--- src/rtl/pwrseq_pkg.sv ---
package pwrseq_pkg;

  typedef enum logic [2:0] {
    S_IDLE  = 3'd0,
    S_QUAL  = 3'd1,
    S_CLKON = 3'd2,
    S_GOOD  = 3'd3,
    S_FAULT = 3'd4
  } seq_state_t;

  typedef enum logic [1:0] {
    T_HOLD = 2'd0,
    T_ZERO = 2'd1,
    T_ONE  = 2'd2,
    T_INC  = 2'd3
  } tmr_op_t;

  // Convert a delay in microseconds to reference-clock cycles.
  function automatic int unsigned us_to_cycles(input int unsigned khz,
                                               input int unsigned us);
    longint unsigned prod;
    prod = longint'(khz) * longint'(us);
    return int'(prod / 1000);
  endfunction

endpackage

--- src/rtl/pwrseq_timer.sv ---
module pwrseq_timer
  import pwrseq_pkg::*;
#(
  parameter int CW = 13
) (
  input  logic          clk,
  input  logic          rst,
  input  tmr_op_t       op,
  output logic [CW-1:0] cnt
);

  always_ff @(posedge clk) begin
    if (rst) begin
      cnt <= '0;
    end else begin
      case (op)
        T_ZERO:  cnt <= '0;
        T_ONE:   cnt <= CW'(1);
        T_INC:   cnt <= cnt + CW'(1);
        default: cnt <= cnt;
      endcase
    end
  end

  // the counter is sized for the longest delay and must never wrap
  p_no_wrap_r4: assert property (@(posedge clk) disable iff (rst)
    (op == T_INC) |-> (cnt != {CW{1'b1}}));

endmodule

--- src/rtl/pwrseq_fsm.sv ---
module pwrseq_fsm
  import pwrseq_pkg::*;
#(
  parameter int CKEN_CYC = 10,
  parameter int PG_CYC   = 6800,
  parameter int CW       = 13
) (
  input  logic          clk,
  input  logic          rst,
  input  logic          vr_en,
  input  logic          rail_good,
  input  logic          vout_in_win,
  input  logic          fault_in,
  input  logic [CW-1:0] cnt,
  output tmr_op_t       op,
  output seq_state_t    state_nxt
);

  localparam logic [CW-1:0] CKEN_LAST = CW'(CKEN_CYC - 1);
  localparam logic [CW-1:0] PG_LAST   = CW'(PG_CYC - 1);

  seq_state_t state;
  logic       qualified;

  assign qualified = rail_good & vout_in_win;

  always_comb begin
    state_nxt = state;
    op        = T_HOLD;
    if (!vr_en) begin
      state_nxt = S_IDLE;
      op        = T_ZERO;
    end else if (state == S_FAULT) begin
      state_nxt = S_FAULT;
    end else if (fault_in) begin
      state_nxt = S_FAULT;
      op        = T_ZERO;
    end else if (!qualified) begin
      state_nxt = S_IDLE;
      op        = T_ZERO;
    end else begin
      case (state)
        S_IDLE: begin
          if (CKEN_CYC <= 1) begin
            state_nxt = S_CLKON;
            op        = T_ZERO;
          end else begin
            state_nxt = S_QUAL;
            op        = T_ONE;
          end
        end
        S_QUAL: begin
          if (cnt == CKEN_LAST) begin
            state_nxt = S_CLKON;
            op        = T_ZERO;
          end else begin
            op = T_INC;
          end
        end
        S_CLKON: begin
          if (cnt == PG_LAST) begin
            state_nxt = S_GOOD;
            op        = T_ZERO;
          end else begin
            op = T_INC;
          end
        end
        default: state_nxt = state;
      endcase
    end
  end

  always_ff @(posedge clk) begin
    if (rst) state <= S_IDLE;
    else     state <= state_nxt;
  end

  // a low enable always returns the sequence to idle
  p_en_low_idle_r2: assert property (@(posedge clk) disable iff (rst)
    !vr_en |=> (state == S_IDLE));

  // a latched fault holds while enable stays high
  p_fault_hold_r6: assert property (@(posedge clk) disable iff (rst)
    (state == S_FAULT && vr_en) |=> (state == S_FAULT));

  // loss of rail or window aborts to idle
  p_abort_r5: assert property (@(posedge clk) disable iff (rst)
    (vr_en && state != S_FAULT && !fault_in && !qualified) |=> (state == S_IDLE));

  // power-good is reached only from the clock-enabled state
  p_good_entry_r4: assert property (@(posedge clk) disable iff (rst)
    $rose(state == S_GOOD) |-> ($past(state) == S_CLKON));

endmodule

--- src/rtl/pwrseq_outreg.sv ---
module pwrseq_outreg
  import pwrseq_pkg::*;
(
  input  logic       clk,
  input  logic       rst,
  input  seq_state_t state_nxt,
  output logic       clk_en_n,
  output logic       pgood_pd
);

  always_ff @(posedge clk) begin
    if (rst) begin
      clk_en_n <= 1'b1;
      pgood_pd <= 1'b1;
    end else begin
      clk_en_n <= !(state_nxt == S_CLKON || state_nxt == S_GOOD);
      pgood_pd <= !(state_nxt == S_GOOD);
    end
  end

  // power-good is never released without clock-enable asserted
  p_pg_after_clk_r8: assert property (@(posedge clk) disable iff (rst)
    !pgood_pd |-> !clk_en_n);

  // release of power-good follows a cycle in which clock-enable was low
  p_pg_order_r4: assert property (@(posedge clk) disable iff (rst)
    $fell(pgood_pd) |-> !$past(clk_en_n));

endmodule

--- src/rtl/pwrseq_top.sv ---
module pwrseq_top
  import pwrseq_pkg::*;
#(
  parameter int REF_KHZ = 1000,
  parameter int CKEN_US = 10,
  parameter int PG_US   = 6800
) (
  input  logic clk,
  input  logic rst,
  input  logic vr_en,
  input  logic rail_good,
  input  logic vout_in_win,
  input  logic fault_in,
  output logic clk_en_n,
  output logic pgood_pd
);

  localparam int CKEN_CYC = int'(us_to_cycles(REF_KHZ, CKEN_US));
  localparam int PG_RAW   = int'(us_to_cycles(REF_KHZ, PG_US));
  localparam int PG_CYC   = (PG_RAW < 1) ? 1 : PG_RAW;
  localparam int MAX_CYC  = (CKEN_CYC > PG_CYC) ? CKEN_CYC : PG_CYC;
  localparam int CW       = $clog2(MAX_CYC + 2);

  tmr_op_t       op;
  seq_state_t    state_nxt;
  logic [CW-1:0] cnt;

  pwrseq_timer #(.CW(CW)) u_timer (
    .clk (clk),
    .rst (rst),
    .op  (op),
    .cnt (cnt)
  );

  pwrseq_fsm #(
    .CKEN_CYC (CKEN_CYC),
    .PG_CYC   (PG_CYC),
    .CW       (CW)
  ) u_fsm (
    .clk         (clk),
    .rst         (rst),
    .vr_en       (vr_en),
    .rail_good   (rail_good),
    .vout_in_win (vout_in_win),
    .fault_in    (fault_in),
    .cnt         (cnt),
    .op          (op),
    .state_nxt   (state_nxt)
  );

  pwrseq_outreg u_out (
    .clk       (clk),
    .rst       (rst),
    .state_nxt (state_nxt),
    .clk_en_n  (clk_en_n),
    .pgood_pd  (pgood_pd)
  );

  // an accepted fault releases both outputs on the next edge
  p_fault_out_r6: assert property (@(posedge clk) disable iff (rst)
    (fault_in && vr_en) |=> (clk_en_n && pgood_pd));

  // a low enable releases both outputs on the next edge
  p_en_low_out_r2: assert property (@(posedge clk) disable iff (rst)
    !vr_en |=> (clk_en_n && pgood_pd));

endmodule

--- config.mk ---
export PLATFORM = sky130hd
export DESIGN_NAME = pwrseq_top
export DESIGN_NICKNAME = d
export VERILOG_FILES = /design/src/rtl/pwrseq_pkg.sv /design/src/rtl/pwrseq_timer.sv /design/src/rtl/pwrseq_fsm.sv /design/src/rtl/pwrseq_outreg.sv /design/src/rtl/pwrseq_top.sv
export SDC_FILE = /design/constraint.sdc
export NUM_CORES = 1
export LEC_CHECK = 0
export BUFFER_PORTS_ARGS = -buffer_cell sky130_fd_sc_hd__buf_4
export CORE_MARGIN = 2
export CORE_UTILIZATION = 33
export DETAILED_ROUTE_END_ITERATION = 8
export GPL_TIMING_DRIVEN = 0
export PLACE_DENSITY_LB_ADDON = 0.15
export SLEW_MARGIN = 20
export SYNTH_ARGS = -nofsm -noshare
export SYNTH_HDL_FRONTEND = slang
export SYNTH_SLANG_ARGS = --single-unit
--- constraint.sdc ---
create_clock -name clk -period 2.15 [get_ports clk]
set_clock_uncertainty 0.1 [all_clocks]
set_input_delay 0.215 -clock clk [delete_from_list [all_inputs] [get_ports clk]]
set_output_delay 0.215 -clock clk [all_outputs]
set_load 0.02 [all_outputs]
==> results of run 1 <==
[sequential cells by signal, indices dropped and copies added (netlist names)]
| name | flops |
|---|---|
| u_fsm.state | 3 |
| u_out.clk_en_n | 1 |
| u_out.pgood_pd | 1 |
| u_timer.cnt | 13 |
[kinds of logic after synthesis]
family | after synthesis | share of synthesized area [%]
simple gates | 60 | 32.2
xor+xnor | 6 | 4.54
compound gates | 36 | 27.2
flops | 18 | 31.1
buf+inv | 5 | 2.81
fa+ha+maj | 2 | 2.16
[layout make-up]
type / count / area, sq um
flip-flops and latches: 18 / 368
repair buffers: 8 / 60.1
clock buffers: 4 / 36.3
plain buffers: 4 / 30.0
multi-input cells: 104 / 790
well taps: 46 / 57.6
fillers: 372 / 2020
inverters: 1 / 3.75
[per-stage QoR]
stage | setup TNS, ns | instance area (sq um)
floorplan | 0 | 1160
detailed placement | -0.00930 | 1260
finish | 0 | 1350
CTS | 0 | 1320
global route | -0.0569 | 1350
global placement | -0.0709 | 1260
[critical path, cell delays in order (launching register included)]
cell      delay (ns)
dfxtp_4         0.38
or4_4           0.57
nor4_4          0.41
o22a_4          0.27
o21ai_4         0.11
a211oi_2        0.19
[power by group through the flow]
stage / sequential (W) / clock (W) / combinational, W
after CTS: 0.000338 / 0.000223 / 0.0000476
after floorplan: 0.000345 / 0 / 0.0000313
final: 0.000337 / 0.000220 / 0.0000485
after detailed placement: 0.000346 / 0 / 0.0000474
after global placement: 0.000346 / 0 / 0.0000472
after global routing: 0.000337 / 0.000241 / 0.0000527
[cells in the final DEF, fill, tap and decap left out, drive strengths merged, types with 4 or more instances in the layout]
cell	instances
nor2	8
dfxtp	18
clkbuf	5
nand2	10
xor2	6
nand3	11
nor2b	4
a21oi	9
o211ai	7
a211oi	7
nor3	5
nor4	4
o2111ai	5
nand4	5
buf	10
[worst min-delay path by stage]
stage / depth (start not counted) / slack, ns / to / from
finish: 2 / 0.04 / u_timer.cnt[8]$_SDFFE_PP0P_ / rst
global route: 2 / 0.02 / u_timer.cnt[8]$_SDFFE_PP0P_ / rst
CTS: 2 / 0.04 / u_timer.cnt[8]$_SDFFE_PP0P_ / rst
detailed placement: 2 / 0.36 / u_timer.cnt[8]$_SDFFE_PP0P_ / rst
global placement: 2 / 0.36 / u_timer.cnt[9]$_SDFFE_PP0P_ / rst
floorplan: 1 / 0.28 / u_fsm.state[2]$_SDFF_PP0_ / vr_en
[cells in the mapped netlist]
| cell | count |
|---|---|
| and2_0 | 1 |
| o211ai_1 | 6 |
| o22a_4 | 1 |
| a211oi_1 | 1 |
| nor3b_1 | 1 |
| nor2_2 | 1 |
| o21bai_1 | 1 |
| o21a_1 | 1 |
| nand3_1 | 10 |
| dlygate4sd3_1 | 1 |
| nand4_1 | 4 |
| nor2_1 | 7 |
| o21ai_4 | 1 |
| ha_1 | 2 |
| o41a_1 | 1 |
| a211oi_2 | 6 |
| nor2b_1 | 4 |
| nor4_2 | 1 |
| xor2_1 | 6 |
| a21oi_1 | 9 |
| nand4_2 | 1 |
| or4_1 | 2 |
| nand4b_1 | 1 |
| o211ai_2 | 1 |
| nor4_1 | 2 |
| nand2_1 | 10 |
| nor3_1 | 5 |
| o21ai_1 | 1 |
| o22ai_2 | 1 |
| and2_1 | 2 |
| or4_4 | 1 |
| clkbuf_1 | 1 |
| nand2b_1 | 2 |
| and3b_2 | 1 |
| nand3_4 | 1 |
| or2b_2 | 2 |
| nor4_4 | 1 |
| o2bb2ai_1 | 1 |
| inv_1 | 1 |
| o2111ai_1 | 5 |
| buf_4 | 2 |
| dfxtp_1 | 18 |
[layer usage]
layer	vias to the layer above	global-route usage, %	wire (um)
li1	518	-	-
met2	16	22.2	1210
met4	0	4.08	38
met3	5	2.14	61
met5	-	0	0
met1	482	21.5	1380
[timing repair]
action / in CTS / in global routing
pin swaps: 1 / 4
endpoints found under the setup margin: 9 / 14
buffers inserted: 1 / 1
gates resized for setup: 2 / 8
cloned: 0 / 0
==> run metrics, run 1 <==
outcome=finished clean; Fin. Hold Viols=0; Register-to-Register Path Depth=5; post-synth top area share=around 31%; Pwr per Cell Area=450 nW/um^2; Final Max Tran Viols=0; cell row count=21; Slew @ Worst Pin=0.513 ns; # DRC=0; largest net degree at the start of global routing=11; IO Pins=8; min setup slack post-route=roughly 0.036 ns; vias in the first global route=967; CTS Buf Count=3; dpl ws=-0.00345 ns; Mapped Cells=approximately 130; critical path endpoint=u_timer.cnt[12]$_SDFFE_PP0P_; total grt overflow=0; reg2reg start=u_timer.cnt[6]$_SDFFE_PP0P_; initial antenna violation count=0; clk_lat worst skew=0.31 ns; Worst EP arrival=~2.2 ns; Max-cap violations=0; Relative slew margins=around two thirds; layout cell share with drive strength beyond 1=28.8%; Tcrit/Tclk final=~98%; fin util=40.0%; vias per cell=5.52; Die Height=63.3 um; RSZ-0062 raised after global routing=true; core area=3360 sq um; synth unique cells=42; 1st-iter DRT viols=37; Worst R2R Setup Slack=0.04 ns; Max clock buf depth=2; clock-pin slew on the worst setup and hold paths=about 0.12 ns; Initial Utilization=between 30 and 40%; FF+latch count, synth=18; CP startpoint=u_timer.cnt[6]$_SDFFE_PP0P_; WL per Instance=14.5 um; H-tree Lvls=1; f_max=0.473 GHz; Final Wtd Congestion=0.835; Antenna Cells=0; placed insts=around 180; hpwl dp=1.92 mm; HP Class=in2reg; sw power=approximately 0.00015 W; crit end category=register; Antenna Nets Post-Route=0; port bufs=6; WS Path Type=reg2reg; Reg power frac=55.7%; CP startpoint kind=register; die area=between 4000 and 5000 sq um; DR vias=1021; Internal=0.000455 W; CP required=between 2 and 2.5 ns; Pre-antenna DRT Iters=4; VDD IR max=199 uV; DRT Wirelength=between 2 and 3 mm; LEAKAGE=between 0.3 and 0.4 nW; clk sinks=18; Area growth syn-to-layout=16.1%; WHS=0.0411 ns; hold_buf cts=0; post-synthesis sequential area ratio=a little under a third; CTS Root Cell=clkbuf_4; Mean Syn Cell Area=9.12 sq um; synthesized area=1160 sq um; Final min period=2.11 ns; Total GRT Usage=14.6%; Combinational Power Share=8.0%; synth top area cells=dfxtp_1 (31%), a211oi_2 (6.5%), xor2_1 (4.5%); first-pass GRT wire length=4.71 mm; Worst Path Max Fanout=8; final net count=about 150; Die X=63.3 um; non-filler instance count after layout=185; CTS tree=built; switching part of the total=between 20% and 30%; power share of the clock group=36.3%; total power=around 0.00061 W; reg-to-reg endpoint=u_timer.cnt[12]$_SDFFE_PP0P_; Ys Warns=0; area leader, netlist=dfxtp_1; Syn Nets=135; Final setup viols=0
Power figures use the tool's default switching activity.
==> inputs of run 2 (changes only) <==
--- a/config.mk
+++ b/config.mk
@@ -6,8 +6,10 @@
 export NUM_CORES = 1
 export LEC_CHECK = 0
 export BUFFER_PORTS_ARGS = -buffer_cell sky130_fd_sc_hd__buf_4
+export CORE_ASPECT_RATIO = 0.9
 export CORE_MARGIN = 2
 export CORE_UTILIZATION = 33
+export CTS_BUF_LIST = sky130_fd_sc_hd__clkbuf_16
 export DETAILED_ROUTE_END_ITERATION = 8
 export GPL_TIMING_DRIVEN = 0
 export PLACE_DENSITY_LB_ADDON = 0.15
==> run metrics, run 2 (same netlist as run 1, synthesis figures left out) <==
1st-iter DRT viols=68; clock-pin slew on the worst setup and hold paths=0.05 ns; worst-path cell chain=or4_4 > nor4_4 > o22a_4 > o21ai_4 > a211oi_2; Pre-antenna DRT Iters=4; Total GRT Usage=15.9%; Antenna Cells=0; CP required=between 2 and 2.5 ns; WS Path Type=reg2reg; IO Pins=8; Die Height=60.2 um; cell row count=20; H-tree Lvls=1; most common cell after layout, fill and taps aside=dfxtp_1; Tcrit/Tclk final=96.8%; die area=4000 sq um; CTS Buf Count=3; Area growth syn-to-layout=17.5%; Antenna Nets Post-Route=0; LEAKAGE=0.389 nW; reg2reg start=u_timer.cnt[5]$_SDFFE_PP0P_; Initial Utilization=34.3%; hold path start=rst; Final min period=2.08 ns; clk sinks=18; post-layout instance area=1360 sq um; most frequent cells in the layout=dfxtp_1 (15), nand3_1 (10), buf_4 (9), a21oi_1 (9), nand2_1 (9); Slew @ Worst Pin=0.509 ns; Max clock buf depth=2; post-place instance area=approximately 1300 sq um; Worst EP arrival=2.15 ns; largest net degree at the start of global routing=11; HP Class=in2reg; port bufs=6; vias in the first global route=947; Final Wtd Congestion=approximately 0.78; outcome=finished clean; RSZ-0062 raised after global routing=false; Reg with most FFs=u_timer.cnt; hold_buf cts=0; max reg flops=13; first-pass GRT wire length=4.74 mm; Relative slew margins=66.0%; Final setup viols=0; DRT Wirelength=around 2.7 mm; DR vias=1002; hpwl dp=1.96 mm; core area=between 3000 and 4000 sq um; f_max=0.481 GHz; Setup TNS=0 ns; CTS tree=built; crit end category=register; VDD IR max=273 uV; # DRC=0; layout cell share with drive strength beyond 1=27.0%; total power=0.000753 W; Worst Path Max Fanout=8; initial antenna violation count=0; Final Max Tran Viols=0; CP max stage delay=0.61 ns; WL per Instance=15.1 um; final net count=147; CP startpoint kind=register; Pwr per Cell Area=553 nW/um^2; vias per cell=5.54; CTS Root Cell=clkbuf_16; Slowest cell on crit path=or4_4; Max-cap violations=0; total grt overflow=0; biggest regs=u_timer.cnt: 13 flops, u_fsm.state: 3 flops; Fin. Hold Viols=0; Die X=66.5 um; clk_lat worst skew=between 0.2 and 0.3 ns; CP startpoint=u_timer.cnt[5]$_SDFFE_PP0P_
==> run 2: changes by cell type in the layout (fill, tap and decap cells not counted), sizes merged <==
cell | before | now
buf | 10 | 9
clkbuf | 5 | 4
==> run 2: cell type report <==
| cell class | count | area, sq um |
|---|---|---|
| clock buffers | 3 | 75.1 |
| multi-input cells | 104 | 781 |
| well taps | 44 | 55.1 |
| inverters | 1 | 3.75 |
| fillers | 336 | 2020 |
| flip-flops and latches | 18 | 364 |
| plain buffers | 4 | 30.0 |
| repair buffers | 7 | 52.6 |
==> run 2: worst max-delay path, delay by kind of cell, from the launching register on <==
kind,cells,cell delay (ns)
AND/OR/NAND/NOR,2,0.96
AO/OA/AOI/OAI,3,0.57
flip-flops,1,0.38
==> run 2: routing by layer <==
layer | vias up | GRT usage, % | wire length, um
met5 | - | 0 | 0
met3 | 4 | 4.71 | 150
li1 | 510 | - | -
met1 | 472 | 21.6 | 1340
met2 | 16 | 24.6 | 1210
met4 | 0 | 4.37 | 33
==> run 2: timing repair <==
action	4_1_cts	5_1_grt
gates resized for setup	1	6
buffers inserted	1	0
hold endpoints to repair	0	0
cloned	0	0
endpoints found under the setup margin	12	14
pin swaps	1	0
==> run 2: final timing paths <==
check,slack [ns],endpoint,depth (start not counted)
min reg2reg,0.41,u_timer.cnt[1]$_SDFFE_PP0P_,2
max,0.07,u_timer.cnt[11]$_SDFFE_PP0P_,5
max reg2reg,0.07,u_timer.cnt[11]$_SDFFE_PP0P_,5
min,0.09,u_timer.cnt[7]$_SDFFE_PP0P_,2
==> run 2: report_power, final <==
group	internal, W	switching, W
clock	0.000245	0.000122
combinational	0.0000169	0.0000307
sequential	0.000336	0.00000311
total	0.000597	0.000155
==> run 2: through the flow <==
step / util [%] / cells / setup WS (ns) / hold WS, ns
6_report: 40.3 / 181 / 0.0691 / 0.0866
5_1_grt: 40.3 / 181 / 0.0106 / 0.106
4_1_cts: 39.7 / 181 / 0.00643 / 0.100
3_5_place_dp: 37.3 / 177 / -0.0261 / 0.361
3_3_place_gp: 37.3 / 177 / -0.00316 / 0.354
2_1_floorplan: - / 127 / 0.181 / 0.282
